## src/rtl/refresh_pkg.sv

```systemverilog
// Shared constants for the refresh request timer.
// Assumes exactly two ranks, served half an interval apart.
package refresh_pkg;
    localparam int NUM_RANKS   = 2;
    // Length of one refresh slot when cool: 64 ms / 8192, in picoseconds.
    localparam int NORM_SLOT_PS = 7812500;
endpackage

```

## src/rtl/refresh_phase_gen.sv

```systemverilog
// Phase counter for the refresh interval. Produces a one-cycle tick for rank 0
// at the wrap and for rank 1 at mid-interval. The interval halves while hot_i
// is high, and a long count is cut short at once.
// Assumes NORM_LIM >= 4.
module refresh_phase_gen #(
    parameter int NORM_LIM = 1953
) (
    input  logic       clk,
    input  logic       rst_n,
    input  logic       hot_i,
    output logic [1:0] tick_o
);
    localparam int HOT_LIM = NORM_LIM / 2;
    localparam int CW      = $clog2(NORM_LIM + 1);

    logic [CW-1:0] cnt_q;
    logic          done_q;   // rank 1 already served in this interval
    logic          owed_q;   // rank 1 was pushed aside by a wrap
    logic [CW-1:0] limit;
    logic          wrap;
    logic          due1;

    // Select the interval length and decode both tick conditions.
    always_comb begin
        limit = hot_i ? CW'(HOT_LIM) : CW'(NORM_LIM);
        wrap  = (cnt_q >= limit - CW'(1));
        due1  = (cnt_q >= (limit >> 1) - CW'(1)) && !done_q;
        tick_o[0] = wrap;
        tick_o[1] = owed_q || (due1 && !wrap);
    end

    // Advance the phase and track the rank 1 service state.
    always_ff @(posedge clk) begin
        if (!rst_n) begin
            cnt_q  <= '0;
            done_q <= 1'b0;
            owed_q <= 1'b0;
        end else begin
            cnt_q  <= wrap ? '0 : cnt_q + CW'(1);
            owed_q <= wrap && due1;
            done_q <= wrap ? 1'b0 : (done_q || (due1 && !wrap));
        end
    end

    AST_CNT_RANGE: assert property (@(posedge clk) disable iff (!rst_n)
        cnt_q < CW'(NORM_LIM));
    AST_HOT_CLAMP: assert property (@(posedge clk) disable iff (!rst_n)
        hot_i |=> cnt_q < CW'(HOT_LIM));
endmodule

```

## src/rtl/refresh_pend_ctr.sv

```systemverilog
// Saturating count of refreshes owed to one rank. It rises on a tick and falls
// on an acknowledge. Assumes the acknowledge is a one-cycle pulse per refresh.
module refresh_pend_ctr #(
    parameter int PEND_MAX = 8,
    parameter int PW       = $clog2(PEND_MAX + 1)
) (
    input  logic          clk,
    input  logic          rst_n,
    input  logic          tick_i,
    input  logic          ack_i,
    output logic [PW-1:0] cnt_o
);
    logic [PW-1:0] cnt_q;
    logic          take;

    // An acknowledge only counts when something is owed.
    assign take  = ack_i && (cnt_q != '0);
    assign cnt_o = cnt_q;

    // Update the owed count; a tick and a take together cancel.
    always_ff @(posedge clk) begin
        if (!rst_n) begin
            cnt_q <= '0;
        end else begin
            case ({tick_i, take})
                2'b10:   if (cnt_q < PW'(PEND_MAX)) cnt_q <= cnt_q + PW'(1);
                2'b01:   cnt_q <= cnt_q - PW'(1);
                default: cnt_q <= cnt_q;
            endcase
        end
    end

    AST_NO_OVERFLOW: assert property (@(posedge clk) disable iff (!rst_n)
        cnt_q <= PW'(PEND_MAX));
    AST_TICK_INC: assert property (@(posedge clk) disable iff (!rst_n)
        (tick_i && !ack_i && cnt_q < PW'(PEND_MAX)) |=> cnt_q == $past(cnt_q) + PW'(1));
    AST_ACK_DEC: assert property (@(posedge clk) disable iff (!rst_n)
        (ack_i && !tick_i && cnt_q != '0) |=> cnt_q == $past(cnt_q) - PW'(1));
    AST_BOTH_HOLD: assert property (@(posedge clk) disable iff (!rst_n)
        (ack_i && tick_i && cnt_q != '0) |=> $stable(cnt_q));
endmodule

```

## src/rtl/refresh_req_timer.sv

```systemverilog
// Refresh request timer for two ranks. One phase generator serves both ranks
// half an interval apart, and each rank has its own pending counter.
// Assumes CLK_PERIOD_PS is at most a few thousand times below the 7.8 us slot.
module refresh_req_timer #(
    parameter int CLK_PERIOD_PS = 4000,
    parameter int PEND_MAX      = 8
) (
    input  logic                                     clk,
    input  logic                                     rst_n,
    input  logic                                     hot_i,
    input  logic [refresh_pkg::NUM_RANKS-1:0]        ack_i,
    output logic [refresh_pkg::NUM_RANKS-1:0]        req_o,
    output logic [refresh_pkg::NUM_RANKS*4-1:0]      pend_o,
    output logic                                     srt_req_o
);
    import refresh_pkg::*;

    localparam int NORM_LIM = NORM_SLOT_PS / CLK_PERIOD_PS;
    localparam int PW       = $clog2(PEND_MAX + 1);

    logic [NUM_RANKS-1:0] tick;

    refresh_phase_gen #(.NORM_LIM(NORM_LIM)) u_phase (
        .clk    (clk),
        .rst_n  (rst_n),
        .hot_i  (hot_i),
        .tick_o (tick)
    );

    for (genvar r = 0; r < NUM_RANKS; r++) begin : g_rank
        logic [PW-1:0] cnt;
        refresh_pend_ctr #(.PEND_MAX(PEND_MAX), .PW(PW)) u_pend (
            .clk    (clk),
            .rst_n  (rst_n),
            .tick_i (tick[r]),
            .ack_i  (ack_i[r]),
            .cnt_o  (cnt)
        );
        assign pend_o[4*r +: 4] = 4'(cnt);
        assign req_o[r]         = (cnt != '0);
    end

    // Flag the high-temperature self-refresh setting one edge after hot_i.
    always_ff @(posedge clk) begin
        if (!rst_n) srt_req_o <= 1'b0;
        else        srt_req_o <= hot_i;
    end

    AST_RANKS_APART: assert property (@(posedge clk) disable iff (!rst_n)
        !(tick[0] && tick[1]));
    AST_SRT_FOLLOW: assert property (@(posedge clk) disable iff (!rst_n)
        hot_i |=> srt_req_o);
    AST_SRT_DROP: assert property (@(posedge clk) disable iff (!rst_n)
        !hot_i |=> !srt_req_o);
    AST_REQ_LEVEL: assert property (@(posedge clk) disable iff (!rst_n)
        $fell(req_o[0]) |-> $past(ack_i[0]));
endmodule

```

## config.mk

```make
export PLATFORM = sky130hd
export DESIGN_NAME = refresh_req_timer
export DESIGN_NICKNAME = d
export VERILOG_FILES = /design/src/rtl/refresh_pkg.sv /design/src/rtl/refresh_phase_gen.sv /design/src/rtl/refresh_pend_ctr.sv /design/src/rtl/refresh_req_timer.sv
export SDC_FILE = /design/constraint.sdc
export NUM_CORES = 1
export LEC_CHECK = 0
export BUFFER_PORTS_ARGS = -buffer_cell sky130_fd_sc_hd__buf_2
export CORE_UTILIZATION = 55
export DETAILED_ROUTE_END_ITERATION = 6
export PLACE_DENSITY = 0.76
export SLEW_MARGIN = 10
export SYNTH_ARGS = -nofsm -noshare
export SYNTH_HDL_FRONTEND = slang
export SYNTH_SLANG_ARGS = --single-unit
export TNS_END_PERCENT = 20
```

## constraint.sdc

```tcl
create_clock -name clk -period 3.4 [get_ports clk]
set_input_delay 0 -clock clk [delete_from_list [all_inputs] [get_ports clk]]
set_output_delay 0 -clock clk [all_outputs]
set_load 0.05 [all_outputs]
```

==> Word-level counts from Yosys, hierarchy flattened <==
Cells that the tools add are included.
{ "totals": {"elab_cells": 45, "output_inout_bits": 11, "regBits": 22} }
{ "op_classes": {"bitwise_logic": 1, "eq_ne": 6, "muxes": 5, "n_lt_le_gt_ge": 4, "n_addsub": 7, "n_reduce_logical": 16} }
{ "op_table": {"columns": ["cell", "n"], "rows": [
  ["11-bit greater-or-equal comparator", 2],
  ["4-bit case mux with 2 select lines", 2],
  ["11-bit by 1-bit adder with 11-bit output, second input constant", 1],
  ["11-bit two-way mux", 1],
  ["10-bit by 1-bit subtractor with 11-bit output, second input constant", 1],
  ["11-bit by 1-bit subtractor with 11-bit output, second input constant", 1],
  ["4-bit by 1-bit adder with 4-bit output, second input constant", 2],
  ["4-bit < comparator, second input constant", 2],
  ["4-bit two-way mux", 2],
  ["4-bit nonzero test", 2],
  ["4-bit by 1-bit subtractor with 4-bit output, second input constant", 2],
  ["1-bit logical AND", 5],
  ["2-bit by 1-bit == test with 1-bit output, second input constant", 2],
  ["2-bit == test, second input constant", 2],
  ["2-bit by 1-bit != test with 1-bit output, second input constant", 2],
  ["2-bit AND reduction", 2],
  ["2-bit nonzero test", 2],
  ["1-bit zero test", 2],
  ["1-bit logical OR", 2],
  ["2-bit OR reduction", 1],
  ["1-bit inverter", 1]
]} }

==> Logic depth before layout (Yosys ltp) <==
Gate-level depths: netlist of the first run.
{ "logic_depth": {"ltp_word": 9, "depth_mapped": 14, "ltp_nobuf": 14} }

==> Hierarchy <==
From an unflattened synthesis of the first run, not the netlist that was laid out.
{ "unflattened": {"cells_unflattened": 149, "hier_area_um2": 1391.3} }
{ "by_module_without_submodules": {"columns": ["module", "n_inst", "area_each_um2", "cells_each"], "rows": [
  ["refresh_phase_gen", 1, 774.5, 91],
  ["refresh_pend_ctr", 2, 287.8, 27],
  ["refresh_req_timer", 1, 41.3, 4]
]} }

==> Least setup slack after synthesis of the first run <==
No wires, ideal clock.
{ "synth_timing": {"path_kind": "reg-to-reg", "from": "register g_rank[1].u_pend.cnt_q[1]", "to": "register g_rank[1].u_pend.cnt_q[3]", "arrival_time_ns": 2.902, "synth_period_minus_slack_ns": 3.026, "setup_slack_ns": 0.374, "setup_ns": 0.124, "t_required_ns": 3.276, "path_stages_with_launch": 11, "cell_sequence": "dfxtp_1 -> or4_1 -> nand2_1 -> or2_2 -> inv_1 -> ha_1 -> a21o_1 -> a21o_1 -> or3_1 -> o31ai_1 -> a21oi_1"} }
{ "synth_via": {"elab_chain_cells": 5} }
{ "synth_rtl": {"columns": ["item", "line_no", "rtl"], "rows": [
  ["start, declared", "refresh_pend_ctr.sv:13", "logic [PW-1:0] cnt_q;"],
  ["start signal, assigned", "refresh_pend_ctr.sv:26", "2'b10: if (cnt_q < PW'(PEND_MAX)) cnt_q <= cnt_q + PW'(1);"],
  ["start signal, assigned", "refresh_pend_ctr.sv:27", "2'b01: cnt_q <= cnt_q - PW'(1);"],
  ["start signal, assigned", "refresh_pend_ctr.sv:28", "default: cnt_q <= cnt_q;"],
  ["4-bit nonzero test *", null, null],
  ["net req_o (one bit)", "refresh_req_timer.sv:12", "output logic [refresh_pkg::NUM_RANKS-1:0] req_o,"],
  ["1-bit logical AND *", "refresh_pend_ctr.sv:17", "assign take = ack_i && (cnt_q != '0);"],
  ["2-bit == test or 2-bit by 1-bit == test with 1-bit output (tied branches)", "refresh_pend_ctr.sv:25", "case ({tick_i, take})"],
  ["2-bit by 1-bit != test with 1-bit output (no line) or 2-bit nonzero test (tied branches)", null, null],
  ["2-bit AND reduction (no line)", null, null]
]} }
The timed path passes the listed nets; every way through them passes the cells marked *. The select of a mux whose other input is x is not followed.
A chain may end at the register's enable or synchronous reset.

==> Worst setup path in the final report of the first run <==
{ "layout_timing": {"from": "register u_phase.cnt_q[6]", "to": "register g_rank[1].u_pend.cnt_q[3]"} }
{ "layout_via": {"elab_chain_cells": 7} }
{ "layout_rtl": {"columns": ["item", "line_no", "rtl"], "rows": [
  ["start, declared", "refresh_phase_gen.sv:16", "logic [CW-1:0] cnt_q;"],
  ["start signal, assigned", "refresh_phase_gen.sv:39", "cnt_q <= wrap ? '0 : cnt_q + CW'(1);"],
  ["11-bit greater-or-equal comparator, on equally long branches", "refresh_phase_gen.sv:27, refresh_phase_gen.sv:26", null],
  ["1-bit logical AND or 1-bit zero test (tied branches)", "refresh_phase_gen.sv:27, refresh_phase_gen.sv:29", null],
  ["1-bit logical AND *", "refresh_phase_gen.sv:29", "tick_o[1] = owed_q || (due1 && !wrap);"],
  ["1-bit logical OR *", "refresh_phase_gen.sv:29", null],
  ["2-bit == test or 2-bit by 1-bit == test with 1-bit output (tied branches)", "refresh_pend_ctr.sv:25", null],
  ["2-bit by 1-bit != test with 1-bit output (no line) or 2-bit nonzero test (tied branches)", null, null],
  ["2-bit AND reduction (no line)", null, null]
]} }
Every way passes the cells marked *; elsewhere a longest branch is shown, timed or not.

==> results of run 1 <==
==> power breakdown <==
part | internal [mW] | total, mW | switching (mW)
sequential | 0.281 | 0.309 | 0.0280
clock | 0.0656 | 0.152 | 0.0866
combinational | 0.135 | 0.401 | 0.266
==> how the worst max path moves through the flow <==
stage          slack (ns)  cells past startpoint                       from                   endpoint
2_1_floorplan        0.37                     10  g_rank[1].u_pend.cnt_o[1]  g_rank[1].u_pend.cnt_o[3]
3_3_place_gp         0.29                     13           u_phase.cnt_q[6]  g_rank[1].u_pend.cnt_o[3]
3_5_place_dp         0.17                     13           u_phase.cnt_q[6]  g_rank[1].u_pend.cnt_o[3]
4_1_cts              0.13                     13           u_phase.cnt_q[6]  g_rank[1].u_pend.cnt_o[3]
5_1_grt              0.01                     13           u_phase.cnt_q[6]  g_rank[1].u_pend.cnt_o[3]
6_report             0.15                     13           u_phase.cnt_q[6]  g_rank[1].u_pend.cnt_o[3]
==> kinds of logic after synthesis <==
group / Yosys count / share of synthesized area [%]
AOI/OAI and AO/OA: 33 / 17.93
xor gates and xnor gates: 11 / 6.604
adders and majority gates: 17 / 15.61
buffers and inverters: 15 / 3.859
DFF: 22 / 30.19
muxes: 4 / 3.087
and+or+nand+nor: 60 / 22.73
==> registers in the layout (all words and copies together), names as in the netlist <==
| name | count |
|---|---|
| u_phase.cnt_q | 11 |
| g_rank.u_pend.cnt_o | 8 |
| u_phase.done_q | 1 |
| srt_req_o | 1 |
| u_phase.owed_q | 1 |
==> placed cells by master (no fill, tap or decap), drive strengths merged, types with 2 or more instances in the layout <==
| cell | netlist | layout |
|---|---|---|
| a211oi | 5 | 5 |
| or4 | 2 | 2 |
| mux2i | 3 | 3 |
| xnor2 | 7 | 7 |
| nand2 | 11 | 11 |
| buf | 0 | 16 |
| nand3 | 11 | 11 |
| nand2b | 3 | 3 |
| dfxtp | 22 | 22 |
| a21o | 5 | 5 |
| clkbuf | 2 | 4 |
| fa | 2 | 2 |
| o31ai | 2 | 2 |
| nor3 | 3 | 3 |
| and3 | 2 | 2 |
| ha | 15 | 15 |
| o21ai | 6 | 6 |
| inv | 13 | 13 |
| xor2 | 4 | 4 |
| a21oi | 8 | 8 |
| nor2 | 19 | 19 |
| or3 | 2 | 2 |
==> critical path: stages (launching register included) <==
cell	delay, ns
sky130_fd_sc_hd__dfxtp_2	0.37
sky130_fd_sc_hd__ha_1	0.36
sky130_fd_sc_hd__a211oi_2	0.25
sky130_fd_sc_hd__o21ai_2	0.12
sky130_fd_sc_hd__o22a_2	0.29
sky130_fd_sc_hd__o31ai_4	0.29
sky130_fd_sc_hd__or2_2	0.17
sky130_fd_sc_hd__inv_1	0.06
sky130_fd_sc_hd__ha_1	0.27
sky130_fd_sc_hd__a21o_1	0.17
sky130_fd_sc_hd__a21o_1	0.18
sky130_fd_sc_hd__or3_1	0.33
sky130_fd_sc_hd__o31ai_1	0.22
sky130_fd_sc_hd__a21oi_1	0.07
==> cells in the mapped netlist (2+ instances only) <==
master / instances
sky130_fd_sc_hd__a211oi_1: 2
sky130_fd_sc_hd__a211oi_2: 3
sky130_fd_sc_hd__a21o_1: 5
sky130_fd_sc_hd__a21oi_1: 8
sky130_fd_sc_hd__and3_1: 2
sky130_fd_sc_hd__clkbuf_1: 2
sky130_fd_sc_hd__dfxtp_1: 22
sky130_fd_sc_hd__fa_1: 2
sky130_fd_sc_hd__ha_1: 15
sky130_fd_sc_hd__inv_1: 12
sky130_fd_sc_hd__mux2i_1: 3
sky130_fd_sc_hd__nand2_1: 11
sky130_fd_sc_hd__nand2b_1: 3
sky130_fd_sc_hd__nand3_1: 10
sky130_fd_sc_hd__nor2_1: 18
sky130_fd_sc_hd__nor3_1: 3
sky130_fd_sc_hd__o21ai_0: 3
sky130_fd_sc_hd__o21ai_1: 2
sky130_fd_sc_hd__or3_1: 2
sky130_fd_sc_hd__xnor2_1: 7
sky130_fd_sc_hd__xor2_1: 4
==> metal layers <==
metal  wire (um)  vias to the layer above  global-route usage, %
met5           0                        -                      0
met1        1321                      566                  26.76
met3          78                        7                  4.598
li1            -                      610                      -
met4          59                        0                  10.09
met2        1373                       22                  41.46
==> metrics by stage <==
stage / setup WS [ns] / power, mW / hold WS (ns)
final: 0.1531 / 0.8621 / 0.04334
after global routing: 0.01476 / 0.9242 / 0.07875
after CTS: 0.1274 / 0.8685 / 0.03350
after detailed placement: 0.1702 / 0.7187 / 0.3408
after global placement: 0.2921 / 0.7019 / 0.3193
after floorplan: 0.3739 / 0.6390 / 0.2030
==> repair_timing <==
item	CTS	global route
resized for setup	0	1
hold buffers	1	0
endpoints found under the hold margin	1	0
endpoints found under the setup margin	0	1
==> area by class of cell <==
| cell class | instances | area [um2] |
|---|---|---|
| Inverter | 13 | 48.80 |
| Multi-Input combinational cell | 125 | 962.2 |
| Clock buffer | 4 | 36.28 |
| Tap cell | 30 | 37.54 |
| Sequential cell | 22 | 441.7 |
| Timing Repair Buffer | 17 | 92.59 |
| Fill cell | 221 | 880.8 |
==> run summary, run 1 <==
For this run, the share of the core covered by cells in the final layout is 64.76%. Between clock sinks in the finished design, the worst skew comes to 0.005965 ns. Across the run, the number of max-cap violations was 0. In this run the tool buffered the top-level ports with 15 buffer cells. For the number of antenna violations at the first check in global routing, the log shows 0.

The total number of H-tree levels was 1; the post-route minimum period was 3.247 ns. The total congestion overflow is 0, and the required time of the worst setup path is 3.62 ns. Power spread over the standard cell area amounts to 532.5 nW/um2. After detailed placement, the total cell area comes to 1572 um2. Row generation in the floorplan step produced 18 rows. The antenna violation net count after detailed routing is 0. The number of antenna diodes in the final layout is 0.

Ranked by total cell area, the synthesized netlist is headed by sky130_fd_sc_hd__dfxtp_1 30%, sky130_fd_sc_hd__ha_1 13%, sky130_fd_sc_hd__nor2_1 4.6%. The signed area change from the synthesized netlist to the final layout is 10.98%, and the number of nets produced by synthesis is 184. The post-CTS setup-driven buffer insertion count came out at 0. The worst hold path begins at ack_i[1]. The run gives 68.34% as the max-slew headroom at the worst pin.

The die extent in y is 53.50 um. The tools report the final weighted congestion in routability-driven placement as 0.8038. The core box area came out at 2500 um2. The flip-flop and latch count after synthesis is 22, and the synthesized instance count is 162.

The routed via count is 1,205, and the mean post-synth cell area is 9.006 um2. Clock-pin slew was measured on the worst setup and hold paths at 0.13 ns. The tools report the via count of the first global-routing pass as 1,087. During synthesis, Yosys emitted a total of 0 warnings.

Counting the buffers created by CTS gives 3. TritonCTS built the clock tree. Wires add up to 2.833 mm. Class of the most critical hold timing path: in2reg. The final layout contains 204 nets. Summing every instance area after synthesis gives 1459 um2.

For this block, the initial DRC count from the detailed router was 13. The worst setup path is of the reg2reg kind. Along the worst path, the maximum fanout reaches 6. The most frequently used flop master after synthesis is sky130_fd_sc_hd__dfxtp_1. The clock passes through at most 2 buffers. Launching point of the worst reg2reg path: u_phase.cnt_q[6].

The initial utilization of the core area, before any placement, comes to 58.36%. Detailed placement finished with a half-perimeter wire length of 2.189 mm. Data on the critical path arrives at its endpoint at 3.46 ns. The final critical path takes up 95.50% of the cycle.

Counting flops with an async set or reset pin after synthesis yields a share of 0%. The number of hold violations in the final report is 0, and the top achievable clock speed is 0.3080 GHz. The startpoint kind of the worst setup timing path is a flop. Cells with a size suffix above 1 make up 19.89% of the layout. The instance count along the most critical hold path came out at 4.

The first-pass GRT wire length was 4.774 mm; the width of the die was 53.50 um. 16 I/O pins were placed. Setup repair after global routing left no endpoint under its margin. After detailed routing, the number of remaining DRC violations is 0. The standby leakage power came out at 0.7314 nW. The run gives 211 as the number of standard cells in the layout, taps in and fillers out.

The run gives 0.0003700 V as the maximum ir drop on the vdd rail. For hold timing, the worst endpoint is g_rank[1].u_pend.cnt_o[3]. In this run the critical register-to-register path is captured at g_rank[1].u_pend.cnt_o[3].

The flow ran to the end, and the final reports show no timing, DRC or antenna violations. STA classifies the critical path endpoint as a flop. Summed over its instances, the top area cell type makes up 30.19% of the synthesized netlist area. Across every metal layer, demand over resource in global routing totals 23.36%.

After routing, the total negative slack on setup checks comes to 0 ns. Dividing the detail-routed wire length by the instance count gives 13.43 um. The tools report the root cell of the clock tree as sky130_fd_sc_hd__clkbuf_4. Entering global routing, the biggest net connects 13 pins. For the source-to-sink clock delay at the later pin of the worst-skew pair, the log shows 0.32 ns. The cell taking the most area after synthesis is sky130_fd_sc_hd__dfxtp_1. The tools report the detailed-router iteration count before antenna repair as 4. In this run, placement finished with an instance count of 206. The count of different cell masters after synthesis is 44, and the mean number of vias per cell is 5.711.

After synthesis, flip-flops and latches occupy 30.19% of the total area. The slew at the pin closest to its max-slew limit was 0.4736 ns. The die covers 2862 um2.

The number of failing setup endpoints in the final timing report was 0. Summing all non-filler instances in the final layout gives an area of 1619 um2. The count of pins over their slew limit was 0; the number of enable-type register cells in the synthesized netlist was 0. The number of cells on the worst reg-to-reg path is 13.

The clock drives 22 sinks. For flop-to-flop paths, the worst setup slack is 0.15 ns.
Note: power is estimated with default switching activity, not from simulation.
==> run 2, diff against run 1 <==
--- a/config.mk
+++ b/config.mk
@@ -8,5 +8,7 @@
 export BUFFER_PORTS_ARGS = -buffer_cell sky130_fd_sc_hd__buf_2
-export CORE_UTILIZATION = 55
+export CELL_PAD_IN_SITES_DETAIL_PLACEMENT = 1
+export CELL_PAD_IN_SITES_GLOBAL_PLACEMENT = 1
+export CORE_UTILIZATION = 44
 export DETAILED_ROUTE_END_ITERATION = 6
-export PLACE_DENSITY = 0.76
+export PLACE_DENSITY_LB_ADDON = 0.1
 export SLEW_MARGIN = 10
--- a/constraint.sdc
+++ b/constraint.sdc
@@ -3,2 +3,2 @@
 set_output_delay 0 -clock clk [all_outputs]
-set_load 0.05 [all_outputs]
+set_load 0.005 [all_outputs]
==> run 2 against run 1 <==
Fmax up 1.3%. Sequential share of layout area down 0.52 points. Hold slack worse by 0.0066 ns. Count of clock-buffer cells in the layout unchanged. Setup slack better by 0.043 ns. Register-to-register slack better by 0.04 ns. Critical path depth unchanged. Critical path type unchanged. Largest cell class unchanged. Largest power group is now sequential cells.
==> run summary, run 2 (synthesis gave the netlist of run 1 again) <==
For the reg-to-reg setup timing slack, the log shows 0.20 ns (+0.04 ns). In this run the clock root is driven by a sky130_fd_sc_hd__clkbuf_4. For the number of nets in the final layout, the log shows 204 (unchanged). The number of hold violations in the final report is 0 (unchanged), and the count of pins over their slew limit is 0 (unchanged). Post-CTS setup-driven buffer insertion count: 0 (unchanged). The worst setup path is captured at a flop.

Setup repair after global routing left no endpoint under its margin. DRC violation total after the first TritonRoute iteration: 27 (+14). The clock slew seen by the registers of the worst setup and hold paths was 0.13 ns (about the same); the maximum ir drop on the vdd rail was 0.0001639 V (-56%). The number of diodes is 0 (unchanged). The share of final-layout standard cells stronger than drive strength 1 is 21.55% (+1.7 points), and the worst path arrival time is 3.42 ns (-0.04 ns).

The routed length per instance is 13.91 um (+3.6%), and the final weighted congestion in routability-driven placement is 0.7882 (-1.9%). For the number of rows in the core area, the log shows 20 (+2). DRC violation count after routing: 0 (unchanged).

Via count of the first global-routing pass: 1,260 (+16%). Global router's overall resource usage: 19.98% (-3.4 points). The number of buffers on the longest clock path is 2 (unchanged). The number of flip-flops in the largest register was 11 (unchanged).

The path class of the tightest hold or removal check is in2reg. The top cell types in the final layout, fill and taps aside, are 20 x sky130_fd_sc_hd__dfxtp_1, 18 x sky130_fd_sc_hd__nor2_1, 15 x sky130_fd_sc_hd__ha_1, 15 x sky130_fd_sc_hd__buf_2, 12 x sky130_fd_sc_hd__inv_1. The worst-case hold slack came out at 0.03673 ns (-0.006604 ns). The post-route minimum period came out at 3.204 ns (-0.04255 ns). The tools report the core box area as 3103 um2 (+24%). The run finished with clean final reports. The setup skew after layout was 0.001427 ns (-0.004538 ns). The tools report the half-perimeter wire length of the detailed placement result as 2.497 mm (+14%). The instance count along the most critical hold path was 4 (unchanged). The library cell used most frequently in the layout, excluding fill and tap cells, is sky130_fd_sc_hd__dfxtp_1. The number of I/O port buffers is 15 (unchanged), and the setup TNS is 0 ns (unchanged). TritonCTS built the clock tree. Effective utilization at floorplan: 47.02% (-11 points). The mean number of vias per cell was 5.338 (-6.5%); the number of antenna violations at the first check in global routing was 0 (unchanged).

The total number of H-tree levels is 1 (unchanged), and the total congestion overflow is 0 (unchanged). The standby leakage power is 0.7319 nW (about the same). Compared with the post-synthesis result, the final layout area differs by 13.47%.

The logs give 0 (unchanged) for the antenna violation net count after detailed routing and 1,201 (-0.33%) for the routed via count. The max-capacitance violation count is 0 (unchanged), and the top achievable clock speed is 0.3121 GHz (+1.3%). The width of the die works out to 59.58 um (+11%). The area enclosed by the die boundary is 3550 um2 (+24%), and the post-route fraction of the period consumed by the critical path is 94.25% (-1.3 points).

The logs give 22 (unchanged) for the TritonCTS sink count and 5.368 mm (+12%) for the first-pass GRT wire length. Slew at the pin closest to its max-slew limit: 0.4983 ns (+0.02472 ns). The worst setup path is launched from a flop.

The power density relative to cell area came out at 443.0 nW/um2 (-17%). The register containing the most flip-flops in the final layout was u_phase.cnt_q. The total of fill cells in the finished design was 383 (+73%); the source-to-sink clock delay at the later pin of the worst-skew pair was 0.31 ns (about the same). The critical-path maximum fanout is 6 (unchanged), and the final total power is 0.7333 mW (-15%). The max-slew headroom at the worst pin was 66.69% (-1.7 points); the required time of the worst setup path was 3.61 ns (about the same).

Number of failing setup endpoints in the final timing report: 0 (unchanged). The tools report the final wirelength as 3.130 mm (+10%). The depth of the worst register-to-register path is 13 (unchanged), and the maximum number of pins on one net before global-route repair is 13 (unchanged).

The category of the most critical setup path is reg2reg. The die extent in y was 59.58 um (+11%); the number of buffers added by the clock tree synthesis step was 3 (unchanged). For the total I/O pin count, the log shows 16 (unchanged).

The run gives 4 (unchanged) as the detailed-router iteration count before antenna repair.
[run 2: metrics by stage]
stage                     instance area, um2  std cells  utilization [%]  setup slack [ns]
after global placement                  1589        220            51.21            0.2381
after detailed placement                1589        220            51.21            0.1384
final                                   1655        225            53.35            0.1956
after floorplan                         1459        162                -            0.3864
after CTS                               1635        225            52.70            0.1114
after global routing                    1655        225            53.35           0.02021
[run 2: final cells by class]
type                            instances  area, um2  area share, %
Tap cell                               44      55.05          3.326
Sequential cell                        22      442.9          26.76
Multi-Input combinational cell        125      979.7          59.18
Clock buffer                            4      36.28          2.192
Timing Repair Buffer                   17      92.59          5.593
Inverter                               13      48.80          2.948
[run 2: final timing paths]
path                    start                         to
max          u_phase.cnt_q[6]  g_rank[1].u_pend.cnt_o[3]
min                  ack_i[1]  g_rank[1].u_pend.cnt_o[3]
max reg2reg  u_phase.cnt_q[6]  g_rank[1].u_pend.cnt_o[3]
min reg2reg    u_phase.done_q             u_phase.done_q
[run 2: what timing repair did]
item                                    CTS  global route
endpoints found under the setup margin    0             1
hold buffers                              1             0
hold endpoints to repair                  2             0
resized for setup                         0             5
[run 2: power by group]
part           switching [mW]  total (mW)  internal [mW]
Clock                  0.0845       0.150         0.0654
Combinational           0.139       0.274          0.135
Sequential             0.0275       0.309          0.281
[run 2: routing by layer]
metal | track usage [%] | vias up | share of wire, %
met3 | 2.620 | 3 | 2.0
met1 | 22.61 | 575 | 44
met4 | 3.987 | 0 | 0.61
met5 | 0 | - | 0
met2 | 39.33 | 14 | 53
li1 | - | 609 | -
[run 2: worst max-delay path, stage by stage (launching register included)]
cell and delay [ns]:
sky130_fd_sc_hd__dfxtp_2 0.38, sky130_fd_sc_hd__ha_1 0.35, sky130_fd_sc_hd__a211oi_2 0.22, sky130_fd_sc_hd__o21ai_2 0.11, sky130_fd_sc_hd__o22a_2 0.28, sky130_fd_sc_hd__o31ai_4 0.30
sky130_fd_sc_hd__or2_2 0.17, sky130_fd_sc_hd__inv_1 0.05, sky130_fd_sc_hd__ha_1 0.27, sky130_fd_sc_hd__a21o_1 0.18, sky130_fd_sc_hd__a21o_1 0.19, sky130_fd_sc_hd__or3_1 0.33
sky130_fd_sc_hd__o31ai_1 0.21, sky130_fd_sc_hd__a21oi_1 0.06
